**config.mk**
```make
export PLATFORM = sky130hd
export DESIGN_NAME = ocp_seq
export DESIGN_NICKNAME = d
export VERILOG_FILES = /design/src/rtl/ocp_pkg.sv /design/src/rtl/ocp_window_ctl.sv /design/src/rtl/ocp_skip_gate.sv /design/src/rtl/ocp_seq.sv
export SDC_FILE = /design/constraint.sdc
export NUM_CORES = 1
export LEC_CHECK = 0
export CORE_UTILIZATION = 55
export CTS_CLUSTER_DIAMETER = 100
export DETAILED_ROUTE_END_ITERATION = 10
export HOLD_SLACK_MARGIN = 0.12
export PLACE_DENSITY_LB_ADDON = 0.3
export SYNTH_ARGS = -nofsm -noshare
export SYNTH_HDL_FRONTEND = slang
export SYNTH_SLANG_ARGS = --single-unit
```
**constraint.sdc**
```tcl
create_clock -name clk_i -period 5.1 [get_ports clk_i]
set_input_delay 1.02 -clock clk_i [delete_from_list [all_inputs] [get_ports clk_i]]
set_output_delay 1.02 -clock clk_i [all_outputs]
set_load 0.05 [all_outputs]
```
**src/rtl/ocp_pkg.sv**
```systemverilog
package ocp_pkg;
  typedef enum logic [1:0] {
    ST_IDLE  = 2'd0,
    ST_GRACE = 2'd1,
    ST_WATCH = 2'd2,
    ST_LOCK  = 2'd3
  } ocp_state_e;
endpackage

```
**src/rtl/ocp_window_ctl.sv**
```systemverilog
module ocp_window_ctl
  import ocp_pkg::*;
#(
  parameter int unsigned GRACE_CYC = 8,
  parameter int unsigned WATCH_CYC = 8,
  localparam int unsigned TOTAL_CYC = GRACE_CYC + WATCH_CYC,
  localparam int unsigned CNT_W = $clog2(TOTAL_CYC + 1)
) (
  input  logic       clk_i,
  input  logic       rst_ni,
  input  logic       tick_i,
  input  logic       oc_i,
  input  logic       clr_i,
  output ocp_state_e state_o,
  output logic       skip_o,
  output logic       win_start_o,
  output logic       skip_evt_o
);
  ocp_state_e st_q, st_d;
  logic [CNT_W-1:0] cnt_q, cnt_d, cnt_inc;
  logic skip_q, skip_d;

  assign cnt_inc = cnt_q + 1'b1;

  always_comb begin
    st_d        = st_q;
    cnt_d       = cnt_q;
    skip_d      = skip_q;
    win_start_o = 1'b0;
    skip_evt_o  = 1'b0;
    if (clr_i) begin
      st_d   = ST_IDLE;
      cnt_d  = '0;
      skip_d = 1'b0;
    end else if (tick_i) begin
      unique case (st_q)
        ST_IDLE: begin
          skip_d = oc_i;
          if (oc_i) begin
            st_d        = ST_GRACE;
            cnt_d       = CNT_W'(1);
            win_start_o = 1'b1;
          end
        end
        ST_GRACE, ST_WATCH: begin
          if (cnt_inc <= CNT_W'(GRACE_CYC)) begin
            // grace phase: skip only
            skip_d     = oc_i;
            skip_evt_o = oc_i;
            cnt_d      = cnt_inc;
          end else if (oc_i) begin
            st_d   = ST_LOCK;
            cnt_d  = '0;
            skip_d = 1'b0;
          end else if (cnt_inc == CNT_W'(TOTAL_CYC)) begin
            st_d   = ST_IDLE;
            cnt_d  = '0;
            skip_d = 1'b0;
          end else begin
            st_d   = ST_WATCH;
            cnt_d  = cnt_inc;
            skip_d = 1'b0;
          end
        end
        default: skip_d = 1'b0;
      endcase
    end
  end

  always_ff @(posedge clk_i or negedge rst_ni) begin
    if (!rst_ni) begin
      st_q   <= ST_IDLE;
      cnt_q  <= '0;
      skip_q <= 1'b0;
    end else begin
      st_q   <= st_d;
      cnt_q  <= cnt_d;
      skip_q <= skip_d;
    end
  end

  assign state_o = st_q;
  assign skip_o  = skip_q;

  p_lock_hold_r6: assert property (@(posedge clk_i) disable iff (!rst_ni)
    (st_q == ST_LOCK && !clr_i) |=> st_q == ST_LOCK);
  p_clear_idle_r7: assert property (@(posedge clk_i) disable iff (!rst_ni)
    clr_i |=> (st_q == ST_IDLE && !skip_q));
  p_no_tick_r10: assert property (@(posedge clk_i) disable iff (!rst_ni)
    (!tick_i && !clr_i) |=> ($stable(st_q) && $stable(cnt_q) && $stable(skip_q)));
  p_grace_no_lock_r3: assert property (@(posedge clk_i) disable iff (!rst_ni)
    (st_q == ST_GRACE && cnt_q < CNT_W'(GRACE_CYC)) |=> st_q != ST_LOCK);
  p_lock_cause_r4: assert property (@(posedge clk_i) disable iff (!rst_ni)
    (st_q == ST_LOCK && $past(st_q) != ST_LOCK) |-> $past(tick_i && oc_i));
  p_cnt_bound: assert property (@(posedge clk_i) disable iff (!rst_ni)
    cnt_q < CNT_W'(TOTAL_CYC));
endmodule

```
**src/rtl/ocp_skip_gate.sv**
```systemverilog
module ocp_skip_gate #(
  parameter int unsigned GRACE_CYC = 8,
  localparam int unsigned SCNT_W = $clog2(GRACE_CYC + 1)
) (
  input  logic              clk_i,
  input  logic              rst_ni,
  input  logic              clr_i,
  input  logic              win_start_i,
  input  logic              skip_evt_i,
  input  logic              skip_i,
  input  logic              lock_i,
  input  logic              pulse_req_i,
  output logic              pulse_o,
  output logic [SCNT_W-1:0] skip_cnt_o
);
  logic [SCNT_W-1:0] scnt_q;

  always_ff @(posedge clk_i or negedge rst_ni) begin
    if (!rst_ni)          scnt_q <= '0;
    else if (clr_i)       scnt_q <= '0;
    else if (win_start_i) scnt_q <= SCNT_W'(1);
    else if (skip_evt_i && scnt_q != SCNT_W'(GRACE_CYC)) scnt_q <= scnt_q + 1'b1;
  end

  assign pulse_o    = pulse_req_i & ~skip_i & ~lock_i;
  assign skip_cnt_o = scnt_q;

  p_block_r1: assert property (@(posedge clk_i) disable iff (!rst_ni)
    (skip_i || lock_i) |-> !pulse_o);
  p_scnt_bound_r8: assert property (@(posedge clk_i) disable iff (!rst_ni)
    scnt_q <= SCNT_W'(GRACE_CYC));
endmodule

```
**src/rtl/ocp_seq.sv**
```systemverilog
module ocp_seq
  import ocp_pkg::*;
#(
  parameter int unsigned GRACE_CYC = 8,
  parameter int unsigned WATCH_CYC = 8,
  localparam int unsigned SCNT_W = $clog2(GRACE_CYC + 1)
) (
  input  logic              clk_i,
  input  logic              rst_ni,
  input  logic              tick_i,
  input  logic              oc_i,
  input  logic              pulse_req_i,
  input  logic              en_a_i,
  input  logic              en_b_i,
  output logic              pulse_o,
  output logic              skip_o,
  output logic              window_o,
  output logic              fault_o,
  output logic [SCNT_W-1:0] skip_cnt_o
);
  ocp_state_e st;
  logic clr, win_start, skip_evt, skip, lock;

  assign clr = ~en_a_i & ~en_b_i;

  ocp_window_ctl #(.GRACE_CYC(GRACE_CYC), .WATCH_CYC(WATCH_CYC)) u_win (
    .clk_i(clk_i), .rst_ni(rst_ni), .tick_i(tick_i), .oc_i(oc_i), .clr_i(clr),
    .state_o(st), .skip_o(skip), .win_start_o(win_start), .skip_evt_o(skip_evt)
  );

  assign lock = (st == ST_LOCK);

  ocp_skip_gate #(.GRACE_CYC(GRACE_CYC)) u_gate (
    .clk_i(clk_i), .rst_ni(rst_ni), .clr_i(clr), .win_start_i(win_start),
    .skip_evt_i(skip_evt), .skip_i(skip), .lock_i(lock),
    .pulse_req_i(pulse_req_i), .pulse_o(pulse_o), .skip_cnt_o(skip_cnt_o)
  );

  assign skip_o   = skip;
  assign fault_o  = lock;
  assign window_o = (st == ST_GRACE) || (st == ST_WATCH);

  p_fault_pulse_r6: assert property (@(posedge clk_i) disable iff (!rst_ni)
    fault_o |-> !pulse_o);
  p_fault_excl_r4: assert property (@(posedge clk_i) disable iff (!rst_ni)
    !(fault_o && window_o));
endmodule

```
==> results of run 1 <==
==> metal layers <==
metal | vias to the layer above | part of all wire | track usage
met5 | - | 0 | 0
li1 | 405 | - | -
met3 | 2 | 0.055 | 0.0776
met4 | 0 | 0.0059 | 0.0750
met2 | 21 | 0.48 | 0.391
met1 | 373 | 0.46 | 0.260
==> worst max-delay path by stage <==
stage | end | slack (ns) | cells after the start
3_5_place_dp | pulse_o | 1.61 | 3
5_1_grt | pulse_o | 1.52 | 3
6_report | pulse_o | 1.61 | 3
4_1_cts | pulse_o | 1.60 | 3
3_3_place_gp | pulse_o | 1.63 | 3
2_1_floorplan | pulse_o | 1.91 | 1
==> power by group through the flow <==
stage | clock network [mW] | registers (mW) | logic, mW
CTS | 0.0583 | 0.127 | 0.145
global placement | 0 | 0.128 | 0.141
detailed placement | 0 | 0.129 | 0.144
floorplan | 0 | 0.145 | 0.0834
global route | 0.0621 | 0.130 | 0.155
finish | 0.0557 | 0.126 | 0.144
==> kinds of logic (layout without fill, tap and decap cells) <==
group,count (synthesis),count (layout),share of synthesized area
and+or+nand+nor,43,43,0.260
AOI/OAI and AO/OA,23,23,0.181
DFF,12,12,0.332
buffers and inverters,10,25,0.0512
adders and majority gates,6,6,0.0830
xor gates and xnor gates,5,5,0.0567
muxes,3,3,0.0360
==> critical path, delay by kind of cell <==
kind | cells | cell delay (ns)
AND/OR/NAND/NOR | 1 | 0.17
buffers and inverters | 2 | 1.28
==> state kept, by name, summed over array words and instances, names as in the netlist <==
signal,cells
u_win.cnt_q,5
u_gate.skip_cnt_o,4
u_win.state_o,2
u_win.skip_o,1
==> area by class of cell <==
| type | count | share of cell area |
|---|---|---|
| Inverter | 8 | 0.0280 |
| Multi-Input combinational cell | 80 | 0.521 |
| Sequential cell | 12 | 0.280 |
| Timing Repair Buffer | 14 | 0.131 |
| Tap cell | 16 | 0.0187 |
| Clock buffer | 3 | 0.0210 |
==> layout by cell type (no fill, tap or decap), drive strengths merged, types with 4 or more instances in the layout <==
| cell | netlist | final |
|---|---|---|
| nand3 | 5 | 5 |
| o21ai | 4 | 4 |
| nor2 | 10 | 10 |
| clkdlybuf4s50 | 0 | 14 |
| xnor2 | 4 | 4 |
| dfrtp | 12 | 12 |
| a21oi | 6 | 6 |
| ha | 6 | 6 |
| nor3 | 4 | 4 |
| inv | 8 | 8 |
| nand2 | 9 | 9 |
==> metrics.txt, run 1 <==
fill cell count 119; initial antenna violation count 0; worst hold path depth 2; TNS Setup 0 ns; sequential share of power 0.387; Clock power frac 0.171; Slowest cell on crit path clkdlybuf4s50_1; drt via density 6.02; Peak supply drop 237 uV; Overflow after GRT 0; Sink Count 12; Synth async-reset ratio 1.00; Leak 0.443 nW; row count 14; routed len/inst 14.0 um; crit path kind input pin to primary output; worst setup margin 1.61 ns; worst r2r src u_win.cnt_q[1]; Hold Vio Cnt, Final 0; synthesized instance count 102; Critical Path RT 4.08 ns; htree depth 1; IO Port Bufs 14; fin cells 133; top cells by count, synth 12 x dfrtp_1, 9 x nand2_1, 9 x nor2_1, 8 x inv_1; final instance area 1070 um2; largest net degree at the start of global routing 13; cts hold-fix bufs 0; Worst-path clk slew 0.07 ns; Post-synth EDFFs 0; CTS Buf Count 3; Core ar. ~1500 um2; Hold Crit Class flip-flop to flip-flop; leading area contributor after synthesis dfrtp_1; final core occ 0.703; Final GP Congestion 0.838; Worst-Skew Late Latency 0.27 ns; flop-to-flop setup slack 2.95 ns; Max Fclk approximately 290 MHz; Setup Buffers After CTS 0; Max Buffers Root-to-Sink 2; Post-DP HPWL 1.43 mm; Hold EP u_win.skip_o; area of the multi-input gates 558 um2; vias in the first global route slightly above 700; DP Worst Slack around 1.6 ns; status finished clean; Net Sw Power 0.137 mW; clock root buffer master clkbuf_4; internal power 0.190 mW; post-synthesis net count 115; placed cell areas approximately 1000 um2; sequential area share after synthesis 0.332; synthesized area per cell 8.87 um2; hold slack 0.561 ns; CTS tree done; placed insts 130; Worst setup SP type input pin; Initial Util 0.594; max incr delay on CP 0.82 ns; period utilisation layout 0.685; Power, Total about 0.33 mW; setup violators final 0; CP Launch Point pulse_req_i; largest cells by area after synthesis dfrtp_1 33%, ha_1 8.3%, nand2_1 3.7%, nor2_1 3.7%, a21oi_1 3.3%; initial drt markers 11; Final nets 132; Final min period 3.49 ns; CP Cell Sequence clkdlybuf4s50_1 -> nor3b_1 -> clkdlybuf4s50_1; Main synth FF type dfrtp_1; die width ~43 um; Slew headroom 0.607; distinct cell type count after synthesis 42; worst hold start u_win.skip_o; Worst Path Arrival 2.47 ns; share of cells above drive strength 1 0.111; via count 801; Most common cell on crit path clkdlybuf4s50_1; 1st-pass router iterations 4; RSZ-0062 raised after global routing false; first-pass GRT wire length 3.04 mm; CTS resizes 0; Area Growth Syn to Fin 18.4%; Max-cap violations 0; die height 42.6 um; Critical R2R Capture u_gate.skip_cnt_o[3]; Clock Skews 0.0120 ns; WL final 1.86 mm; post-route antenna net violation count 0; I/O Pins 15; Power Density about 300 nW/um2; gr usage total 0.227; n_diodes 0; Synth Register Bits 12; Mapped Area ~900 um2; Ys Warns 0; crit path max fanout 1; Slew Viols, Final 0; Die Area approximately 1800 um2; Worst setup EP type primary output; Worst-Margin Slew a little under 0.6 ns; Synth top area share 0.332; Combinational Power Share 0.442; top-count cell post-synth dfrtp_1; Seq. cell area roughly 300 um2; DRC Markers 0; Sw Share 0.419; R2R cell count 6
Note: power is estimated with default switching activity, not from simulation.
==> run 2: changes to the inputs <==
Settings changed: CORE_UTILIZATION 55 to 51.
Clock period 5.1 ns to 3.27 ns, I/O delays scaled along.
==> run 2 against run 1 <==
The run now ends with design-rule violations left. Highest routed layer unchanged. Non-clock buffer count is the same. Clock skew hardly changed. Setup slack worse by 1.1 ns. Critical path type unchanged. Critical endpoint unchanged. Largest power group unchanged.
==> metrics.txt, run 2 (synthesized netlist as in run 1, its figures left out) <==
CTS tree done; Max Buffers Root-to-Sink 2; Peak supply drop 352 uV; I/O Pins 15; Worst setup EP type primary output; RSZ-0062 raised after global routing false; final instance area 1070 um2; initial antenna violation count 0; IO Port Bufs 14; initial drt markers 37; first-pass GRT wire length 2.97 mm; Core ar. 1580 um2; commonest non-fill, non-tap cell in the layout clkdlybuf4s50_1; setup violators final 0; DRC Markers 1; commonest cells after routing, fill and taps aside 14 x clkdlybuf4s50_1, 12 x dfrtp_1, 9 x nor2_1, 9 x nand2_1, 8 x inv_1; placed cell areas 1050 um2; clock root buffer master clkbuf_4; gr usage total 0.211; worst hold path depth 2; drt via density just over 6; CP Cell Sequence clkdlybuf4s50_1 -> nor3b_1 -> clkdlybuf4s50_1; Hold Vio Cnt, Final 0; CTS Buf Count 3; Die Area 1950 um2; Critical Path RT 2.62 ns; Leak 0.443 nW; Largest Register u_win.cnt_q; Area Growth Syn to Fin 18.4%; routed len/inst 13.8 um; status finished with violations; Initial Util 0.574; Final GP Congestion 0.861; Worst-path clk slew roughly 0.080 ns; fill cell count about 120; post-route antenna net violation count 0; largest net degree at the start of global routing 13; cts hold-fix bufs 0; Sink Count 12; delay-heaviest family, CP buffers and inverters; max reg flops 5; Max Fclk 360 MHz; Final min period 2.78 ns; WL final 1.84 mm; TNS Setup 0 ns; crit path max fanout 1; area of the multi-input gates 558 um2; Slowest cell on crit path clkdlybuf4s50_1; row count 14; Most common cell on crit path clkdlybuf4s50_1; Clock Skews about 0.012 ns; Worst-Margin Slew 0.632 ns; 1st-pass router iterations 7; vias in the first global route 712; Worst Path Arrival 2.12 ns; Setup Buffers After CTS 0; period utilisation layout 0.849; htree depth 1; via count 814; crit path kind input pin to primary output; Power Density 478 nW/um2; max incr delay on CP between 0.8 and 0.9 ns; die height ~44 um; die width 44.1 um; Overflow after GRT 0; Seq. cell area approximately 300 um2; failing checks design-rule violations; Worst setup SP type input pin; R2R cell count 6; WP depth 3; CTS resizes 0; Max-cap violations 0; Final nets approximately 130; share of cells above drive strength 1 0.111; Worst-Skew Late Latency ~0.28 ns; n_diodes 0; Slew headroom 0.577; CP bufs+invs 2; Hold Crit Class flip-flop to flip-flop; Slew Viols, Final 0; Post-DP HPWL 1.39 mm
-- run 2: worst register-to-register path: stages (launching register included) --
cell	delay (ns)
dfrtp_1	0.47
ha_1	0.34
nand3_2	0.17
xnor2_2	0.21
nor3_2	0.33
nand4_1	0.15
mux2_1	0.32
-- run 2: path summary, 6_finish.rpt --
path                                      from                   end  slack [ns]
max in group asynchronous               rst_ni        u_win.cnt_q[0]        2.16
min in group asynchronous               rst_ni          u_win.skip_o        0.73
worst max-delay path               pulse_req_i               pulse_o        0.49
worst max register to register  u_win.cnt_q[1]  u_gate.skip_cnt_o[3]        1.17
worst min register to register    u_win.skip_o          u_win.skip_o        0.56
worst min-delay path              u_win.skip_o          u_win.skip_o        0.56
-- run 2: per-layer routing --
layer,wire [um],GRT usage,vias to the layer above
met5,0,0,-
met4,16,0.0667,0
met2,843,0.335,28
li1,-,-,402
met1,869,0.260,382
met3,111,0.0857,2
-- run 2: layout make-up --
type,count,share of cell area
Multi-Input combinational cell,80,0.521
Tap cell,16,0.0187
Clock buffer,3,0.0210
Sequential cell,12,0.280
Timing Repair Buffer,14,0.131
Inverter,8,0.0280
-- run 2: through the flow --
stage	util	total power [mW]	setup slack, ns	std cells	hold slack, ns
2_1_floorplan	-	0.357	0.628	102	0.358
3_3_place_gp	0.665	0.419	0.534	130	0.551
3_5_place_dp	0.665	0.426	0.505	130	0.552
4_1_cts	0.679	0.516	0.499	133	0.565
5_1_grt	0.679	0.544	0.467	133	0.589
6_report	0.679	0.512	0.494	133	0.560
-- run 2: where the power goes --
group          internal, mW  total [mW]  switching [mW]
Sequential            0.169       0.197          0.0278
Clock                0.0426      0.0898          0.0471
Combinational        0.0850       0.226           0.141
==> run 3: changes to the inputs <==
Settings changed: CORE_UTILIZATION 51 to 46.
Clock period 3.27 ns to 2.41 ns, I/O delays scaled along.
==> run 3 against run 2 <==
The run now ends clean. Die area grew 10%. Sequential share of layout area shrank 1.1 points. First-iteration DRC count fell by 49%. Core utilization shrank 5.3 points. Critical endpoint is now fault_o. Highest routed layer unchanged.
==> metrics.txt, run 3 (synthesized netlist as in run 1, its figures left out) <==
n_diodes 0; Slew headroom 0.577; DP Worst Slack 0.268 ns; 1st-pass router iterations 4; max reg flops 5; Final min period 2.19 ns; I/O Pins 15; internal power 0.441 mW; first-pass GRT wire length 3.50 mm; Setup Buffers After CTS 0; delay-heaviest family, CP buffers and inverters; Max Fclk 457 MHz; period utilisation layout 0.908; drt via density 5.85; routed len/inst 14.6 um; CTS tree done; Clock Skews 0.00705 ns; crit path kind flip-flop to primary output; Max-cap violations 0; Combinational Power Share 0.423; gr usage total 0.233; Hold Crit Class input pin to async pin; crit path max fanout 3; Peak supply drop about 460 uV; Sw Share 0.410; status finished clean; max incr delay on CP 0.82 ns; WL final 2.11 mm; DRC Markers 0; share of cells above drive strength 1 0.151; Seq. cell area 300 um2; die height roughly 46 um; Overflow after GRT 0; Final nets 133; via count 843; post-route antenna net violation count 0; TNS Setup 0 ns; Worst Path Arrival 1.71 ns; Slew Viols, Final 0; CTS Buf Count 3; largest net degree at the start of global routing 13; Area Growth Syn to Fin 23.4%; cts hold-fix bufs 0; Worst-Margin Slew 0.632 ns; die width 46.3 um; Leak approximately 0.46 nW; Net Sw Power 0.306 mW; Worst setup EP type primary output; worst setup margin 0.221 ns; Worst setup SP type flip-flop; IO Port Bufs 14; vias in the first global route around 790; Clock power frac 0.212; Post-DP HPWL about 1.6 mm; Die Area ~2100 um2; fill cell count 155; area of the multi-input gates about 560 um2; RSZ-0062 raised after global routing false; htree depth 1; clock root buffer master clkbuf_4; Largest Register u_win.cnt_q; Sink Count 12; initial drt markers 19; Initial Util 0.507; Core ar. 1780 um2; Max Buffers Root-to-Sink 2; Worst-path clk slew ~0.080 ns; initial antenna violation count 0; hold slack about 0.56 ns; Critical Path RT 1.93 ns; Power Density roughly 670 nW/um2; Final GP Congestion 0.824; sequential share of power 0.365; row count 15; CTS resizes 0; Hold Vio Cnt, Final 0; flop-to-flop setup slack 0.28 ns; CP Cell Sequence ha_1 -> clkdlybuf4s50_1; Worst-Skew Late Latency roughly 0.27 ns; setup violators final 0; commonest cells after routing, fill and taps aside 12 x clkdlybuf4s50_1, 12 x dfrtp_1, 9 x nor2_1, 9 x nand2_1, 8 x inv_1; Slowest cell on crit path clkdlybuf4s50_1; CP bufs+invs 1
-- run 3: cell types whose count changed in the layout (fill, tap and decap cells not counted), sizes merged --
cell           delta
buf               +3
clkdlybuf4s50     -2
clkbuf            +1
-- run 3: final timing paths --
path,from,endpoint,depth (start not counted)
setup / recovery,u_win.state_o[1],fault_o,2
hold / removal,rst_ni,u_win.state_o[0],1
setup reg to reg,u_win.cnt_q[1],u_gate.skip_cnt_o[3],6
hold reg to reg,u_win.state_o[1],u_win.state_o[1],2
max in group asynchronous,rst_ni,u_win.cnt_q[1],1
min in group clk_i,u_win.state_o[1],u_win.state_o[1],2
-- run 3: final cells by class --
class | instances | area share
clock buffer | 4 | 0.0325
timing repair buffer | 15 | 0.139
inverter | 8 | 0.0269
tap | 25 | 0.0280
sequential | 12 | 0.269
multi-input combinational | 80 | 0.504
-- run 3: metal layers --
metal	vias to the layer above	GRT usage	part of all wire
li1	405	-	-
met1	423	0.295	0.45
met2	13	0.400	0.51
met3	2	0.0235	0.034
met4	0	0.0882	0.0048
met5	-	0	0
-- run 3: per-stage QoR --
| step | area, um2 | utilization | instances | power (mW) |
|---|---|---|---|---|
| 3_5_place_dp | 1080 | 0.606 | 140 | 0.589 |
| 6_report | 1120 | 0.626 | 144 | 0.748 |
| 3_3_place_gp | 1080 | 0.606 | 140 | 0.580 |
| 5_1_grt | 1120 | 0.626 | 144 | 0.796 |
| 4_1_cts | 1120 | 0.626 | 144 | 0.750 |
| 2_1_floorplan | 910 | - | 102 | 0.486 |
-- run 3: power groups by stage --
stage	clock [mW]	combinational [mW]	sequential [mW]
2_1_floorplan	0	0.177	0.308
3_3_place_gp	0	0.306	0.274
3_5_place_dp	0	0.313	0.276
4_1_cts	0.163	0.315	0.272
5_1_grt	0.176	0.343	0.277
6_report	0.158	0.316	0.273
